**config.mk**
```make
export PLATFORM = sky130hd
export DESIGN_NAME = mcf_ctrl
export DESIGN_NICKNAME = d
export VERILOG_FILES = /design/src/rtl/mcf_pkg.sv /design/src/rtl/mcf_dispatch.sv /design/src/rtl/mcf_outdec.sv /design/src/rtl/mcf_ctrl.sv
export SDC_FILE = /design/constraint.sdc
export NUM_CORES = 1
export LEC_CHECK = 0
export ABC_AREA = 1
export BUFFER_PORTS_ARGS = -buffer_cell sky130_fd_sc_hd__buf_2
export CORE_UTILIZATION = 49
export DETAILED_ROUTE_END_ITERATION = 10
export PLACE_DENSITY_LB_ADDON = 0.05
export SLEW_MARGIN = 40
export SYNTH_ARGS = -nofsm -noshare
export SYNTH_HDL_FRONTEND = slang
export SYNTH_SLANG_ARGS = --single-unit
```
**constraint.sdc**
```tcl
create_clock -name clk -period 2.1 [get_ports clk]
set_input_delay 0.21 -clock clk [delete_from_list [all_inputs] [get_ports clk]]
set_output_delay 0.21 -clock clk [all_outputs]
set_load 0.02 [all_outputs]
```
**src/rtl/mcf_pkg.sv**
```systemverilog
package mcf_pkg;

    typedef enum logic [3:0] {
        ST_FETCH  = 4'd0,
        ST_DECODE = 4'd1,
        ST_ADDR   = 4'd2,
        ST_LDRD   = 4'd3,
        ST_LDWB   = 4'd4,
        ST_STWR   = 4'd5,
        ST_RREX   = 4'd6,
        ST_RRWB   = 4'd7,
        ST_BEQ    = 4'd8,
        ST_JMP    = 4'd9
    } state_e;

    typedef struct packed {
        logic       mem_rd;
        logic       mem_wr;
        logic       addr_sel;
        logic       ir_load;
        logic       pc_load;
        logic       pc_load_if_eq;
        logic [1:0] pc_src;
        logic       alu_a_sel;
        logic [1:0] alu_b_sel;
        logic [1:0] alu_class;
        logic       rf_write;
        logic       rf_dst_sel;
        logic       wb_sel;
    } ctl_t;

    localparam ctl_t CTL_IDLE = '0;

    // select codes
    localparam logic [1:0] PCS_ALU  = 2'b00;
    localparam logic [1:0] PCS_OUT  = 2'b01;
    localparam logic [1:0] PCS_JMP  = 2'b10;
    localparam logic [1:0] BSEL_REG = 2'b00;
    localparam logic [1:0] BSEL_FOUR = 2'b01;
    localparam logic [1:0] BSEL_IMM = 2'b10;
    localparam logic [1:0] BSEL_IMM4 = 2'b11;
    localparam logic [1:0] ALU_ADD  = 2'b00;
    localparam logic [1:0] ALU_SUB  = 2'b01;
    localparam logic [1:0] ALU_FUNC = 2'b10;

    typedef struct packed {
        state_e st;
        ctl_t   ctl;
    } seq_t;

endpackage

```
**src/rtl/mcf_dispatch.sv**
```systemverilog
module mcf_dispatch
    import mcf_pkg::*;
#(
    parameter int OPW = 6,
    parameter logic [OPW-1:0] OP_LOAD  = 6'b100011,
    parameter logic [OPW-1:0] OP_STORE = 6'b101011,
    parameter logic [OPW-1:0] OP_RR    = 6'b000000,
    parameter logic [OPW-1:0] OP_BEQ   = 6'b000100,
    parameter logic [OPW-1:0] OP_JMP   = 6'b000010
) (
    input  state_e         st_q,
    input  logic [OPW-1:0] opcode,
    output state_e         st_d
);
    localparam int NCLS = 5;

    // one-hot opcode class flags, built from a list of codes
    logic [OPW-1:0] codes [NCLS];
    logic [NCLS-1:0] hit;

    assign codes[0] = OP_LOAD;
    assign codes[1] = OP_STORE;
    assign codes[2] = OP_RR;
    assign codes[3] = OP_BEQ;
    assign codes[4] = OP_JMP;

    for (genvar g = 0; g < NCLS; g++) begin : g_match
        assign hit[g] = (opcode == codes[g]);
    end

    state_e from_decode;

    always_comb begin
        from_decode = ST_FETCH;
        if (hit[0] || hit[1]) from_decode = ST_ADDR;
        else if (hit[2])      from_decode = ST_RREX;
        else if (hit[3])      from_decode = ST_BEQ;
        else if (hit[4])      from_decode = ST_JMP;
    end

    always_comb begin
        unique case (st_q)
            ST_FETCH:  st_d = ST_DECODE;
            ST_DECODE: st_d = from_decode;
            ST_ADDR:   st_d = hit[0] ? ST_LDRD : ST_STWR;
            ST_LDRD:   st_d = ST_LDWB;
            ST_RREX:   st_d = ST_RRWB;
            default:   st_d = ST_FETCH;
        endcase
    end

endmodule

```
**src/rtl/mcf_outdec.sv**
```systemverilog
module mcf_outdec
    import mcf_pkg::*;
(
    input  state_e st,
    output ctl_t   ctl
);
    always_comb begin
        ctl = CTL_IDLE;
        unique case (st)
            ST_FETCH: begin
                ctl.mem_rd    = 1'b1;
                ctl.ir_load   = 1'b1;
                ctl.alu_b_sel = BSEL_FOUR;
                ctl.alu_class = ALU_ADD;
                ctl.pc_load   = 1'b1;
                ctl.pc_src    = PCS_ALU;
            end
            ST_DECODE: begin
                ctl.alu_b_sel = BSEL_IMM4;
                ctl.alu_class = ALU_ADD;
            end
            ST_ADDR: begin
                ctl.alu_a_sel = 1'b1;
                ctl.alu_b_sel = BSEL_IMM;
                ctl.alu_class = ALU_ADD;
            end
            ST_LDRD: begin
                ctl.mem_rd   = 1'b1;
                ctl.addr_sel = 1'b1;
            end
            ST_LDWB: begin
                ctl.rf_write = 1'b1;
                ctl.wb_sel   = 1'b1;
            end
            ST_STWR: begin
                ctl.mem_wr   = 1'b1;
                ctl.addr_sel = 1'b1;
            end
            ST_RREX: begin
                ctl.alu_a_sel = 1'b1;
                ctl.alu_b_sel = BSEL_REG;
                ctl.alu_class = ALU_FUNC;
            end
            ST_RRWB: begin
                ctl.rf_write   = 1'b1;
                ctl.rf_dst_sel = 1'b1;
            end
            ST_BEQ: begin
                ctl.alu_a_sel     = 1'b1;
                ctl.alu_b_sel     = BSEL_REG;
                ctl.alu_class     = ALU_SUB;
                ctl.pc_load_if_eq = 1'b1;
                ctl.pc_src        = PCS_OUT;
            end
            ST_JMP: begin
                ctl.pc_load = 1'b1;
                ctl.pc_src  = PCS_JMP;
            end
            default: ctl = CTL_IDLE;
        endcase
    end

endmodule

```
**src/rtl/mcf_ctrl.sv**
```systemverilog
module mcf_ctrl
    import mcf_pkg::*;
#(
    parameter int OPW = 6,
    parameter logic [OPW-1:0] OP_LOAD  = 6'b100011,
    parameter logic [OPW-1:0] OP_STORE = 6'b101011,
    parameter logic [OPW-1:0] OP_RR    = 6'b000000,
    parameter logic [OPW-1:0] OP_BEQ   = 6'b000100,
    parameter logic [OPW-1:0] OP_JMP   = 6'b000010
) (
    input  logic           clk,
    input  logic           rst,
    input  logic [OPW-1:0] opcode,
    output logic           mem_rd,
    output logic           mem_wr,
    output logic           addr_sel,
    output logic           ir_load,
    output logic           pc_load,
    output logic           pc_load_if_eq,
    output logic [1:0]     pc_src,
    output logic           alu_a_sel,
    output logic [1:0]     alu_b_sel,
    output logic [1:0]     alu_class,
    output logic           rf_write,
    output logic           rf_dst_sel,
    output logic           wb_sel
);
    seq_t   seq_d, seq_q;
    state_e st_next;
    ctl_t   ctl_next;
    ctl_t   ctl_rst;

    mcf_dispatch #(
        .OPW(OPW), .OP_LOAD(OP_LOAD), .OP_STORE(OP_STORE),
        .OP_RR(OP_RR), .OP_BEQ(OP_BEQ), .OP_JMP(OP_JMP)
    ) u_dispatch (
        .st_q  (seq_q.st),
        .opcode(opcode),
        .st_d  (st_next)
    );

    mcf_outdec u_outdec_next (
        .st (st_next),
        .ctl(ctl_next)
    );

    mcf_outdec u_outdec_rst (
        .st (ST_FETCH),
        .ctl(ctl_rst)
    );

    always_comb begin
        seq_d.st  = st_next;
        seq_d.ctl = ctl_next;
        if (rst) begin
            seq_d.st  = ST_FETCH;
            seq_d.ctl = ctl_rst;
        end
    end

    always_ff @(posedge clk) begin
        seq_q <= seq_d;
    end

    assign mem_rd        = seq_q.ctl.mem_rd;
    assign mem_wr        = seq_q.ctl.mem_wr;
    assign addr_sel      = seq_q.ctl.addr_sel;
    assign ir_load       = seq_q.ctl.ir_load;
    assign pc_load       = seq_q.ctl.pc_load;
    assign pc_load_if_eq = seq_q.ctl.pc_load_if_eq;
    assign pc_src        = seq_q.ctl.pc_src;
    assign alu_a_sel     = seq_q.ctl.alu_a_sel;
    assign alu_b_sel     = seq_q.ctl.alu_b_sel;
    assign alu_class     = seq_q.ctl.alu_class;
    assign rf_write      = seq_q.ctl.rf_write;
    assign rf_dst_sel    = seq_q.ctl.rf_dst_sel;
    assign wb_sel        = seq_q.ctl.wb_sel;

endmodule

```
==> run summary, run 1 <==
# diodes: 0
Main synth FF type: dfxtp_1
Syn. warnings: 0
Startpoint types: flop
Largest net degree at the start of global routing: 11
Status: finished clean
CP endpoint kind: flop
Synth area leader: dfxtp_1
Power density over cell area: 637.8 nW/um^2
Seq/Total Area, Yosys: 44.19%
Tightest Pin Transition: 0.3560 ns
DP HPWL: 1.174 mm
H-Tree Depth: 1
Rel. slew slack: 76.01%
Post-Route Skew: 0.001641 ns
Multi-input gate area: 367.9 sq um
Top cells by count, synth: nand2_1 (23), dfxtp_1 (19), nor2_1 (18)
Clk pwr share: 27.8%
GRT overflow: 0
Cell variety after synth: 17
Max Clk Rate: 0.7848 GHz
Fill count: 143
Inserted Clock Buffers: 3
CP Data Required Time: 2.28 ns
Final worst-path cycle share: 60.67%
Die Area: 1929 sq um
WHS: 0.2021 ns
Sw Ratio: 24.37%
Post-synth top area share: 44.19%
Core region area: 1577 sq um
Finished Core Util: 61.75%
Flops & latches, synth: 19
Fin nets: 144
HP Class: in -> reg
Top-Level Pins: 24
CP arrival: 1.45 ns
Row cnt: 14
Syn Nets: 123
Via count: 697
Post-Syn Area: 860.8 sq um
P_sw: 0.1513 mW
Setup bufs post-CTS: 0
Clock Latency Late Sink: 0.29 ns
Routed vias/inst: 4.616
Final setup fails: 0
Die Span X: 43.92 microns
Initial antenna violation count: 0
Die Height: 43.92 microns
Crit Path Class: reg -> reg
Area grow syn2layout: 13.08%
Combinational Power Share: 12.2%
First-pass GRT wire length: 2.318 mm
Ys async rst share: 0%
Hold buffers post-CTS: 0
P_int: 0.4696 mW
Minimum clock period: 1.274 ns
DRC violations left: 0
Hold Fails Final Rpt: 0
Top cells by area, synth: dfxtp_1 (44%), nand2_1 (10%), nor2_1 (7.8%), inv_1 (6.5%), buf_4 (5.2%)
Routed wire length: 1.452 mm
Synth Area per Inst: 7.485 sq um
Fin Setup TNS: 0 ns
Clock Pin Slew Worst Setup and Hold Paths: 0.09 ns
Drt first pass iters: 6
TritonCTS clock tree: yes
Number of synthesized flops with an enable pin: 0
WL/cell: 9.616 microns
Cells after Synth: 115
Gp weighted congestion: 0.8295
Clock sinks: 19
Initial Utilization: 54.60%
Max Slew Vio Count: 0
Routed Antenna Nets: 0
Flop pwr share: 60.0%
Vias in the first global route: 555
Crit-path max FO: 5
Most numerous cell in the Yosys netlist: nand2_1
Share of cells above drive strength 1: 35.56%
RSZ-0062 raised after global routing: false
Port Buffers: 23
Iter 0 DRT Violations: 11
Peak supply drop: 0.4069 mV
CTS Buffer Depth: 2
Root Driver: clkbuf_4
P_leak: 0.5159 nW
Max_cap viols: 0
Register area: 380.4 sq um
Post-CTS sizing: 0
GR Util All Layers: 17.05%
[metal layers]
metal	part of all wire, %	wire length (microns)	vias to the layer above	track usage [%]
li1	-	-	380	-
met4	1.7	25	0	7.273
met3	5.8	84	5	7.500
met2	44	645	19	27.16
met1	48	697	293	19.95
met5	0	0	-	0
[sequential cells by signal, summed over array words and instances, names as in the netlist]
| name | count |
|---|---|
| seq_q | 4 |
| alu_b_sel | 2 |
| alu_class | 2 |
| addr_sel | 1 |
| alu_a_sel | 1 |
| ir_load | 1 |
| mem_rd | 1 |
| mem_wr | 1 |
| pc_load | 1 |
| pc_load_if_eq | 1 |
| pc_src | 1 |
| rf_dst_sel | 1 |
| rf_write | 1 |
| wb_sel | 1 |
[logic make-up (layout without fill, tap and decap cells)]
group / Yosys count / in the layout / share of synthesized area [%]
buffers and inverters: 24 / 44 / 13.08
AO/OA/AOI/OAI: 4 / 4 / 3.343
flip-flops: 19 / 19 / 44.19
AND/OR/NAND/NOR: 68 / 68 / 39.39
[power by group through the flow]
| stage | logic, mW | clock network, mW | registers [mW] |
|---|---|---|---|
| 3_5_place_dp | 0.0759 | 0 | 0.381 |
| 5_1_grt | 0.0856 | 0.199 | 0.374 |
| 4_1_cts | 0.0763 | 0.183 | 0.373 |
| 3_3_place_gp | 0.0754 | 0 | 0.381 |
| 2_1_floorplan | 0.0488 | 0 | 0.388 |
| 6_report | 0.0760 | 0.172 | 0.373 |
[placed cells by master, fill, tap and decap left out]
cell type	n
a21oi_2	1
buf_2	23
clkbuf_1	1
clkbuf_4	3
dfxtp_1	19
inv_1	15
inv_2	2
nand2_1	23
nand2_2	6
nand3_1	7
nand3_2	2
nor2_1	18
nor2_2	6
nor2_4	4
nor3_1	2
o21ai_0	1
o21ai_2	1
o22ai_1	1
[final timing paths]
kind                                start       end  slack (ns)  depth (start not counted)
worst max-delay path            seq_q[19]   pc_load        0.83                          8
worst max register to register  seq_q[19]   pc_load        0.83                          8
worst min register to register  seq_q[17]  addr_sel        0.55                          2
worst min-delay path                  rst    mem_wr        0.20                          2
[layout make-up]
cell class	instances	share of cell area (%)
Timing Repair Buffer	23	11.83
Clock buffer	4	2.699
Inverter	17	6.555
Multi-Input combinational cell	72	37.79
Tap cell	16	2.057
Sequential cell	19	39.07
[worst max-delay path: stages (launching register included)]
cell,delay [ns]
dfxtp_1,0.31
inv_1,0.09
nand2_2,0.12
nor2_4,0.15
nand2_1,0.13
nand2_1,0.08
nand2_1,0.11
nand3_2,0.12
nand3_1,0.07
[metrics by stage]
step	instances	power [mW]	setup slack, ns	instance area (sq um)
2_1_floorplan	115	0.4370	0.9805	860.8
3_3_place_gp	147	0.4563	0.8496	947.2
3_5_place_dp	147	0.4570	0.8240	947.2
4_1_cts	151	0.6320	0.8034	973.4
5_1_grt	151	0.6586	0.6635	973.4
6_report	151	0.6209	0.8259	973.4
No activity file was read; power rests on OpenSTA's default activity.
==> run 2: changes to the inputs <==
Clock period 2.1 ns to 1.3 ns, I/O delays scaled along.
==> run 2 against run 1 <==
  * Routed wire length up 5.3%
  * First-iteration DRC count up 64%
  * Combinational power up 71%
  * Largest power group unchanged
==> run summary, run 2 (synthesis results as in run 1) <==
Placed Cells: 147 (unchanged)
Max_cap viols: 0 (unchanged)
Worst r2r src: seq_q[18]
Power density over cell area: 1021 nW/um^2 (+60%)
Via count: 716 (+2.7%)
Root Driver: clkbuf_4
Most common cell after layout, fill and taps aside: buf_2
Hold Startpoint: rst
Largest register FFs: 4 (unchanged)
Initial Utilization: 54.60% (unchanged)
Clock sinks: 19 (unchanged)
Tightest Pin Transition: 0.2701 ns (-0.08590 ns)
Multi-input gate area: 397.9 sq um (+8.2%)
Routed Antenna Nets: 0 (unchanged)
Finished Core Util: 63.81% (+2.1 points)
Largest net degree at the start of global routing: 12 (+1)
Rel. slew slack: 81.87% (+5.9 points)
Post-Route Skew: 0.004043 ns (+0.002403 ns)
Initial antenna violation count: 0 (unchanged)
CTS Buffer Depth: 2 (unchanged)
Vias in the first global route: 572 (+3.1%)
Worst Setup SP: seq_q[18]
CP Data Required Time: 1.54 ns (-0.74 ns)
Fin Setup TNS: 0 ns (unchanged)
Fin cells: 151 (unchanged)
Clock Latency Late Sink: 0.30 ns (about the same)
Fill count: 160 (+12%)
Routed wire length: 1.529 mm (+5.3%)
DRC violations left: 0 (unchanged)
Hold Path Stages: 2 (unchanged)
Die Height: 43.92 microns (unchanged)
Inserted Clock Buffers: 3 (unchanged)
WL/cell: 10.13 microns (+5.3%)
Top-Level Pins: 24 (unchanged)
Commonest non-fill, non-tap cells in the layout: buf_2 (23), nand2_1 (20), nor2_1 (18), dfxtp_1 (18), inv_1 (13)
Crit Path Class: reg -> reg
Final worst-path cycle share: 96.09% (+35 points)
CP endpoint kind: flop
Status: finished clean
Minimum clock period: 1.249 ns (-0.02494 ns)
Final setup fails: 0 (unchanged)
Drt first pass iters: 6 (unchanged)
CP arrival: 1.49 ns (+0.04 ns)
Hold buffers post-CTS: 0 (unchanged)
# diodes: 0 (unchanged)
GR Util All Layers: 16.55% (-0.50 points)
Port Buffers: 23 (unchanged)
Max Clk Rate: 0.8005 GHz (+2.0%)
Worst R2R Setup Slack: 0.05 ns (-0.78 ns)
Iter 0 DRT Violations: 18 (+7)
Clock Pin Slew Worst Setup and Hold Paths: 0.11 ns (+0.02 ns)
Routed vias/inst: 4.742 (+2.7%)
Final setup margin: 0.05080 ns (-0.7751 ns)
Core region area: 1577 sq um (unchanged)
Area grow syn2layout: 16.86%
Register area: 381.6 sq um (+0.33%)
Crit-path max FO: 5 (unchanged)
Hold endpoint: seq_q[16]
DP HPWL: 1.130 mm (-3.7%)
Row cnt: 14 (unchanged)
Max Slew Vio Count: 0 (unchanged)
HP Class: in -> reg
Fin nets: 144 (unchanged)
Setup bufs post-CTS: 0 (unchanged)
Register-to-Register Path Depth: 7 (-1)
Peak supply drop: 0.6524 mV (+60%)
TritonCTS clock tree: yes
Startpoint types: flop
First-pass GRT wire length: 2.256 mm (-2.7%)
Hold Fails Final Rpt: 0 (unchanged)
Share of cells above drive strength 1: 41.48% (+5.9 points)
Die Area: 1929 sq um (unchanged)
GRT overflow: 0 (unchanged)
R2R Path End: alu_a_sel
Die Span X: 43.92 microns (unchanged)
Largest Register: seq_q
Gp weighted congestion: 0.8451 (+1.9%)
P_leak: 0.5322 nW (+3.1%)
DP Worst Slack: 0.03566 ns (-0.7884 ns)
H-Tree Depth: 1 (unchanged)
[run 2: cell count changes in the layout (fill, tap and decap cells not counted), sizes merged]
cell    before  now
clkbuf       4    3
clkinv       0    1
[run 2: worst max-delay path by stage]
| stage | end | slack, ns | cells after the start |
|---|---|---|---|
| 6_report | alu_a_sel | 0.05 | 7 |
| 2_1_floorplan | mem_rd | 0.18 | 8 |
| 4_1_cts | pc_load | 0.03 | 8 |
| 3_5_place_dp | pc_load | 0.04 | 8 |
| 3_3_place_gp | pc_load | 0.06 | 8 |
| 5_1_grt | pc_load | -0.02 | 8 |
[run 2: what timing repair did]
item | CTS | global route
setup endpoints to repair | 0 | 10
resized for setup | 0 | 11
endpoints found under the hold margin | 0 | 0
[run 2: area by class of cell]
type,instances,area share [%]
Multi-Input combinational cell,72,39.55
Sequential cell,19,37.94
Timing Repair Buffer,23,11.44
Inverter,17,6.343
Clock buffer,3,2.239
Tap cell,16,1.990
Clock inverter,1,0.4975
[run 2: worst max-delay path: stages (launching register included)]
cell and delay [ns]:
dfxtp_1 0.32, inv_1 0.09, nand2_4 0.09, nor2_4 0.20
inv_1 0.07, nor2_1 0.13, nand3_2 0.14, o21ai_2 0.15
[run 2: report_power, final]
| part | switching (mW) | leakage (nW) | internal [mW] | total, mW |
|---|---|---|---|---|
| Clock | 0.180 | 0.0177 | 0.115 | 0.295 |
| Combinational | 0.0860 | 0.359 | 0.0439 | 0.130 |
| Sequential | 0.00490 | 0.155 | 0.597 | 0.602 |
[run 2: per-layer routing]
metal | part of all wire [%] | global-route usage (%)
met3 | 7.5 | 3.750
met5 | 0 | 0
met1 | 44 | 20.78
met4 | 1.0 | 10.91
met2 | 47 | 25.37
[run 2: metrics by stage]
step	instance area, sq um	power [mW]	hold slack, ns
6_report	1006	1.027	0.1120
2_1_floorplan	860.8	0.7059	0.3359
5_1_grt	1006	1.066	0.1131
3_3_place_gp	947.2	0.7362	0.4294
4_1_cts	974.7	1.033	0.1118
3_5_place_dp	947.2	0.7378	0.4333
